==> src/rtl/pull_seq_pkg.sv <==
// Shared types for the pull resistor sequencer.
package pull_seq_pkg;

    // Shared pull code as written to the control register.
    typedef enum logic [1:0] {
        PULL_NONE = 2'd0,
        PULL_DOWN = 2'd1,
        PULL_UP   = 2'd2,
        PULL_RSVD = 2'd3
    } pull_code_e;

    // Decoded pair of pad enables.
    typedef struct packed {
        logic up;
        logic dn;
    } pull_en_t;

    // Maps a code to enables; the reserved code means no pull.
    function automatic pull_en_t decode_pull(input pull_code_e c);
        pull_en_t e;
        e.up = (c == PULL_UP);
        e.dn = (c == PULL_DOWN);
        return e;
    endfunction

endpackage

==> src/rtl/pull_ctrl.sv <==
// Holds the shared pull code and checks the setup time.
// Assumes the control write and the strobe writes never occur in the same
// cycle (one bus address per cycle). A cycle counter restarts at 1 on each
// control write and saturates at SETUP_CYCLES. A strobe rise seen while the
// counter is below SETUP_CYCLES sets a sticky flag.
module pull_ctrl
    import pull_seq_pkg::*;
#(
    parameter int SETUP_CYCLES = 150
) (
    input  logic       clk,
    input  logic       rst_n,
    input  logic       ctrl_wr,
    input  logic [1:0] ctrl_code,
    input  logic       err_clr,
    input  logic       strobe_rise,
    output pull_code_e code,
    output logic       err
);
    localparam int CW = $clog2(SETUP_CYCLES + 1);
    localparam logic [CW-1:0] CNT_MAX = CW'(SETUP_CYCLES);

    logic [CW-1:0] since_wr;

    // Stores the shared code on a control write.
    always_ff @(posedge clk) begin
        if (!rst_n)
            code <= PULL_NONE;
        else if (ctrl_wr)
            code <= pull_code_e'(ctrl_code);
    end

    // Counts cycles since the last control write, saturating.
    always_ff @(posedge clk) begin
        if (!rst_n)
            since_wr <= CNT_MAX;
        else if (ctrl_wr)
            since_wr <= CW'(1);
        else if (since_wr < CNT_MAX)
            since_wr <= since_wr + CW'(1);
    end

    // Sets the sticky violation flag on an early strobe; software clears it.
    always_ff @(posedge clk) begin
        if (!rst_n)
            err <= 1'b0;
        else if (ctrl_wr && err_clr)
            err <= 1'b0;
        else if (strobe_rise && (since_wr < CNT_MAX))
            err <= 1'b1;
    end

endmodule

==> src/rtl/pull_bank.sv <==
// One bank of pins: the strobe register plus one pull latch per pin.
// A pin latch copies the shared code when its strobe bit goes 0 -> 1 in a
// write. Assumes the code input is stable during that write cycle.
module pull_bank
    import pull_seq_pkg::*;
#(
    parameter int PINS = 32
) (
    input  logic            clk,
    input  logic            rst_n,
    input  logic            wr,
    input  logic [PINS-1:0] wbits,
    input  pull_code_e      code,
    output logic [PINS-1:0] strobe_q,
    output logic [PINS-1:0] up_en,
    output logic [PINS-1:0] dn_en,
    output logic            any_rise
);
    logic [PINS-1:0] rise;

    // Finds bits that go from 0 to 1 in this write.
    always_comb rise = wr ? (wbits & ~strobe_q) : '0;
    assign any_rise = |rise;

    // Holds the strobe bits as last written.
    always_ff @(posedge clk) begin
        if (!rst_n)
            strobe_q <= '0;
        else if (wr)
            strobe_q <= wbits;
    end

    for (genvar p = 0; p < PINS; p++) begin : g_pin
        pull_code_e lat;
        pull_en_t   en;

        // Captures the shared code on this pin's strobe rise.
        always_ff @(posedge clk) begin
            if (!rst_n)
                lat <= PULL_NONE;
            else if (rise[p])
                lat <= code;
        end

        // Decodes the latched code into the two enables.
        always_comb en = decode_pull(lat);
        assign up_en[p] = en.up;
        assign dn_en[p] = en.dn;
    end

endmodule

==> src/rtl/pull_seq.sv <==
// Top of the pull resistor sequencer: address decode, read mux, shared
// control and one pull_bank per bank. Bank b's strobe register sits at
// STROBE_BASE + 4*b. Assumes one bus access per cycle.
module pull_seq
    import pull_seq_pkg::*;
#(
    parameter int          BANKS        = 2,
    parameter int          PINS         = 32,
    parameter int          DW           = 32,
    parameter int          AW           = 8,
    parameter logic [7:0]  CTRL_ADDR    = 8'h94,
    parameter logic [7:0]  STROBE_BASE  = 8'h98,
    parameter int          SETUP_CYCLES = 150
) (
    input  logic                  clk,
    input  logic                  rst_n,
    input  logic                  bus_wr,
    input  logic [AW-1:0]         bus_addr,
    input  logic [DW-1:0]         bus_wdata,
    output logic [DW-1:0]         bus_rdata,
    output logic [BANKS*PINS-1:0] pull_up_en,
    output logic [BANKS*PINS-1:0] pull_dn_en,
    output logic                  setup_err
);
    localparam int NPINS   = BANKS * PINS;
    localparam int ERR_BIT = DW - 1;

    pull_code_e       code;
    logic             ctrl_sel;
    logic [BANKS-1:0] bank_sel;
    logic [BANKS-1:0] bank_rise;
    logic [PINS-1:0]  strobe_q [BANKS];

    // Decodes the control register address.
    always_comb ctrl_sel = (bus_addr == AW'(CTRL_ADDR));

    pull_ctrl #(.SETUP_CYCLES(SETUP_CYCLES)) u_ctrl (
        .clk         (clk),
        .rst_n       (rst_n),
        .ctrl_wr     (bus_wr && ctrl_sel),
        .ctrl_code   (bus_wdata[1:0]),
        .err_clr     (bus_wdata[ERR_BIT]),
        .strobe_rise (|bank_rise),
        .code        (code),
        .err         (setup_err)
    );

    for (genvar b = 0; b < BANKS; b++) begin : g_bank
        // Decodes this bank's strobe register address.
        always_comb bank_sel[b] = (bus_addr == AW'(STROBE_BASE + 4 * b));

        pull_bank #(.PINS(PINS)) u_bank (
            .clk      (clk),
            .rst_n    (rst_n),
            .wr       (bus_wr && bank_sel[b]),
            .wbits    (bus_wdata[PINS-1:0]),
            .code     (code),
            .strobe_q (strobe_q[b]),
            .up_en    (pull_up_en[b*PINS +: PINS]),
            .dn_en    (pull_dn_en[b*PINS +: PINS]),
            .any_rise (bank_rise[b])
        );
    end

    // Selects read data by address; unmapped addresses read 0.
    always_comb begin
        bus_rdata = '0;
        if (ctrl_sel) begin
            bus_rdata[1:0]     = code;
            bus_rdata[ERR_BIT] = setup_err;
        end
        for (int b = 0; b < BANKS; b++)
            if (bank_sel[b])
                bus_rdata = DW'(strobe_q[b]);
    end

endmodule

==> config.mk <==
export PLATFORM = sky130hd
export DESIGN_NAME = pull_seq
export DESIGN_NICKNAME = d
export VERILOG_FILES = /design/src/rtl/pull_seq_pkg.sv /design/src/rtl/pull_ctrl.sv /design/src/rtl/pull_bank.sv /design/src/rtl/pull_seq.sv
export SDC_FILE = /design/constraint.sdc
export NUM_CORES = 1
export LEC_CHECK = 0
export BUFFER_PORTS_ARGS = -buffer_cell sky130_fd_sc_hd__buf_2
export CAP_MARGIN = 20
export CORE_MARGIN = 5
export CORE_UTILIZATION = 38
export DETAILED_ROUTE_END_ITERATION = 7
export MAX_ROUTING_LAYER = met4
export PLACE_DENSITY = 0.65
export REMOVE_ABC_BUFFERS = 1
export SLEW_MARGIN = 20
export SYNTH_ARGS = -nofsm -noshare
export SYNTH_HDL_FRONTEND = slang
export SYNTH_SLANG_ARGS = --single-unit
export TNS_END_PERCENT = 20
==> constraint.sdc <==
create_clock -name clk -period 3.5 [get_ports clk]
set_input_delay 0.175 -clock clk [delete_from_list [all_inputs] [get_ports clk]]
set_output_delay 0.175 -clock clk [all_outputs]
set_load 0.01 [all_outputs]
==> flow_summary_export.csv <==
group,metric,value,unit
outcome,outcome,"finished clean",
placed_design,dp_hpwl,18800,um
floorplan,core.rowCount,58,
timing,tightest_slew,1.03,ns
critical_path,path_delay_family,"simple AND/OR/NAND/NOR gates",
timing,finalSetupViolCount,0,
clock_network,cts_root_buf,"clkbuf_16",
layout,area_growth,24.6,%
layout,nets,1451,
power_and_ir_drop,p_leak,4.87,nW
clock_network,cts.sinks,203,
timing,setup_slack,1.28,ns
critical_path,worstPathCellList,"buf_2 -> nand4bb_1 -> nor2_4 -> a222oi_1 -> inv_1 -> buf_2",
timing,fmax,0.451,GHz
critical_path,critical_path_class,"in -> out",
routing,wl_per_cell,15.8,um
layout,drive_gt1_frac,0.186,
critical_path,end_kind,"output port",
power_and_ir_drop,power.density,413,nW/um^2
floorplan,start_util,0.385,
timing,fin_crit_sh,0.633,
routing,drc,0,
worst_hold_path,min_path_cells,3,
clock_network,cts_tree,"built",
critical_path,crit_buf_inv,3,
timing,finalCriticalPeriod,2.22,ns
floorplan,die_y,170,um
routing,routed_wl,27700,um
worst_hold_path,hold_path.class,"in -> reg",
clock_network,cts_setup_buffers,0,
critical_path,slowest_delay,0.87,ns
placed_design,gp_congestion,0.821,
critical_path,cp.required,3.32,ns
global_route,grt_pass1_wl,44200,um
floorplan,die_x,170,um
timing,max_slew_margin,0.312,
global_route,grt-ovfl-total,0,
layout,utilization,0.480,
critical_path,reg2reg_depth,6,
critical_path,cp_num_cells,6,
timing,skew,0.00821,ns
yosys,ys_seq_elements,203,
layout,antenna_cells,0,
yosys,yosys_warnings,0,
routing,vias,8937,
placed_design,pre_cts_ws,1.25,ns
critical_path,start_kind,"input port",
floorplan,die-area,28800,um^2
yosys,synthFlopType,"dfxtp_1",
yosys,synth.largest_area_cell,"dfxtp_1",
job,max-cap-violations,0,
yosys,synth.top_cell.area_share,0.419,
yosys,synth_area_leaders,"dfxtp_1, a21boi_0, nor2b_1",
floorplan,core,25200,um^2
yosys,synth.distinct_cells,38,
global_route,grt_use_total,0.190,
power_and_ir_drop,peakVddDrop,0.294,mV
critical_path,crit_top_cell,"buf_2",
floorplan,io_pins,204,
routing,firstDrtPassIters,6,
routing,ant_nets,0,
routing,drtIter0Drc,545,
timing,rsz0062_at_grt,"no",
yosys,synth-async-reset-ratio,0,
clock_network,cts_max_level,1,
yosys,netlist_area,9690,um^2
yosys,synth_seq_area_share,0.419,
timing,drv_slew,0,
yosys,synth_edf_count,0,
critical_path,path_max_fanout,32,
placed_design,io_buffers,203,
routing,via_per_inst,5.10,
clock_network,clock_path_buffers,3,
yosys,avgSynthCellArea,8.00,um^2
global_route,grt_max_degree,95,
global_route,antenna_found_initial,0,
clock_network,clk_pin_slew,0.06,ns
timing,timing_hold_violations_final,0,
critical_path,crit_path_top_delay_cell,"nor2_4",
clock_network,cts_buffers,23,
yosys,syn_inst,1211,
timing,tns,0,ns
global_route,grt_pass1_vias,8442,
critical_path,arrival,2.04,ns
clock_network,clock_latency,0.49,ns
-- logic make-up (layout without fill, tap and decap cells) --
| family | after synthesis | in the layout | synth area share |
|---|---|---|---|
| buffers and inverters | 80 | 291 | 0.0342 |
| multiplexers | 17 | 17 | 0.0176 |
| XOR/XNOR | 6 | 6 | 0.00542 |
| adder cells (fa/ha/maj) | 1 | 1 | 0.00129 |
| flip-flops | 203 | 203 | 0.419 |
| AND/OR/NAND/NOR | 678 | 678 | 0.343 |
| AO/OA/AOI/OAI | 226 | 226 | 0.179 |
-- through the flow --
stage | instances | hold slack [ns] | total power, mW | cell area (um^2)
2_1_floorplan | 1136 | 0.251 | 2.45 | 9380
3_3_place_gp | 1680 | 0.451 | 2.55 | 11000
3_5_place_dp | 1680 | 0.461 | 2.55 | 11000
4_1_cts | 1752 | 0.103 | 5.05 | 12100
5_1_grt | 1752 | 0.145 | 5.15 | 12100
6_report | 1752 | 0.130 | 4.99 | 12100
-- state kept, by name, indices dropped and copies added, names as in the netlist --
register,flops
u_ctrl.err,1
g_bank.u_bank.g_pin.lat,128
u_ctrl.since_wr,8
u_ctrl.code,2
g_bank.u_bank.strobe_q,64
-- placed cells by master (no fill, tap or decap), types with 3 or more instances in the layout --
master         count
a21boi_0         178
nor2b_1          206
nor2_4             4
nand4_1            5
dlygate4sd3_1     32
mux2i_1           17
nor4_1            12
buf_4              8
nand3_1          120
a21oi_1            3
nor2_1             7
a22o_1            29
a222oi_1           3
xor2_1             6
inv_1              5
o21ai_0            5
dfxtp_1          201
clkinv_2           3
clkbuf_16         23
buf_2            202
nand2_1          307
buf_12             4
clkbuf_1           4
clkbuf_8           8
-- cell usage after synthesis (all sizes together), types with 2 or more instances --
library cell	instances
xor2	6
nand4	5
a21oi	3
inv	5
nand2	308
a22o	29
nor3	3
mux2i	17
o21ai	5
nand3	121
and3	2
or3	3
buf	25
dfxtp	203
nor2	11
a21boi	178
clkbuf	50
nor2b	206
nand3b	2
nor4	12
a222oi	3
-- routing by layer --
layer,share of wire,track usage,vias up
met3,0.069,0.0287,37
met4,0.016,0.0343,0
li1,-,-,4462
met5,0,-,-
met1,0.47,0.262,4164
met2,0.45,0.302,274
-- worst paths after layout --
kind | start | to | slack, ns
hold / removal | bus_addr[3] | u_ctrl.since_wr[2]$_SDFFE_PN1P_ | 0.13
setup / recovery | bus_addr[6] | bus_rdata[0] | 1.28
hold reg to reg | g_bank[1].u_bank.g_pin[29].lat[0]$_SDFFE_PN0P_ | g_bank[1].u_bank.g_pin[29].lat[0]$_SDFFE_PN0P_ | 0.47
setup reg to reg | g_bank[0].u_bank.strobe_q[30]$_SDFFE_PN0P_ | u_ctrl.err$_SDFFE_PP0P_ | 1.37
-- power breakdown --
group	switching, mW	leakage [nW]	internal, mW
combinational	0.122	2.85	0.0957
sequential	0.00131	1.64	2.31
clock	0.938	0.386	1.52
total	1.06	4.87	3.92
-- area by class of cell --
cell class / count / area [um^2]
multi-input cells: 928 / 5330
fillers: 2474 / 13100
clock buffers: 35 / 701
flip-flops and latches: 203 / 4070
inverters: 5 / 18.8
clock inverters: 5 / 75.1
well taps: 330 / 413
repair buffers: 246 / 1470
-- repair_timing --
| action | 4_1_cts | 5_1_grt |
|---|---|---|
| resized for setup | 0 | 0 |
| hold endpoints to repair | 66 | 0 |
| hold buffers | 32 | 0 |
-- tightest hold or removal path, cell delays in order --
cell,delay [ns]
buf_2,0.13
nor3_2,0.12
o21ai_0,0.16
No activity file was read; power rests on OpenSTA's default activity.
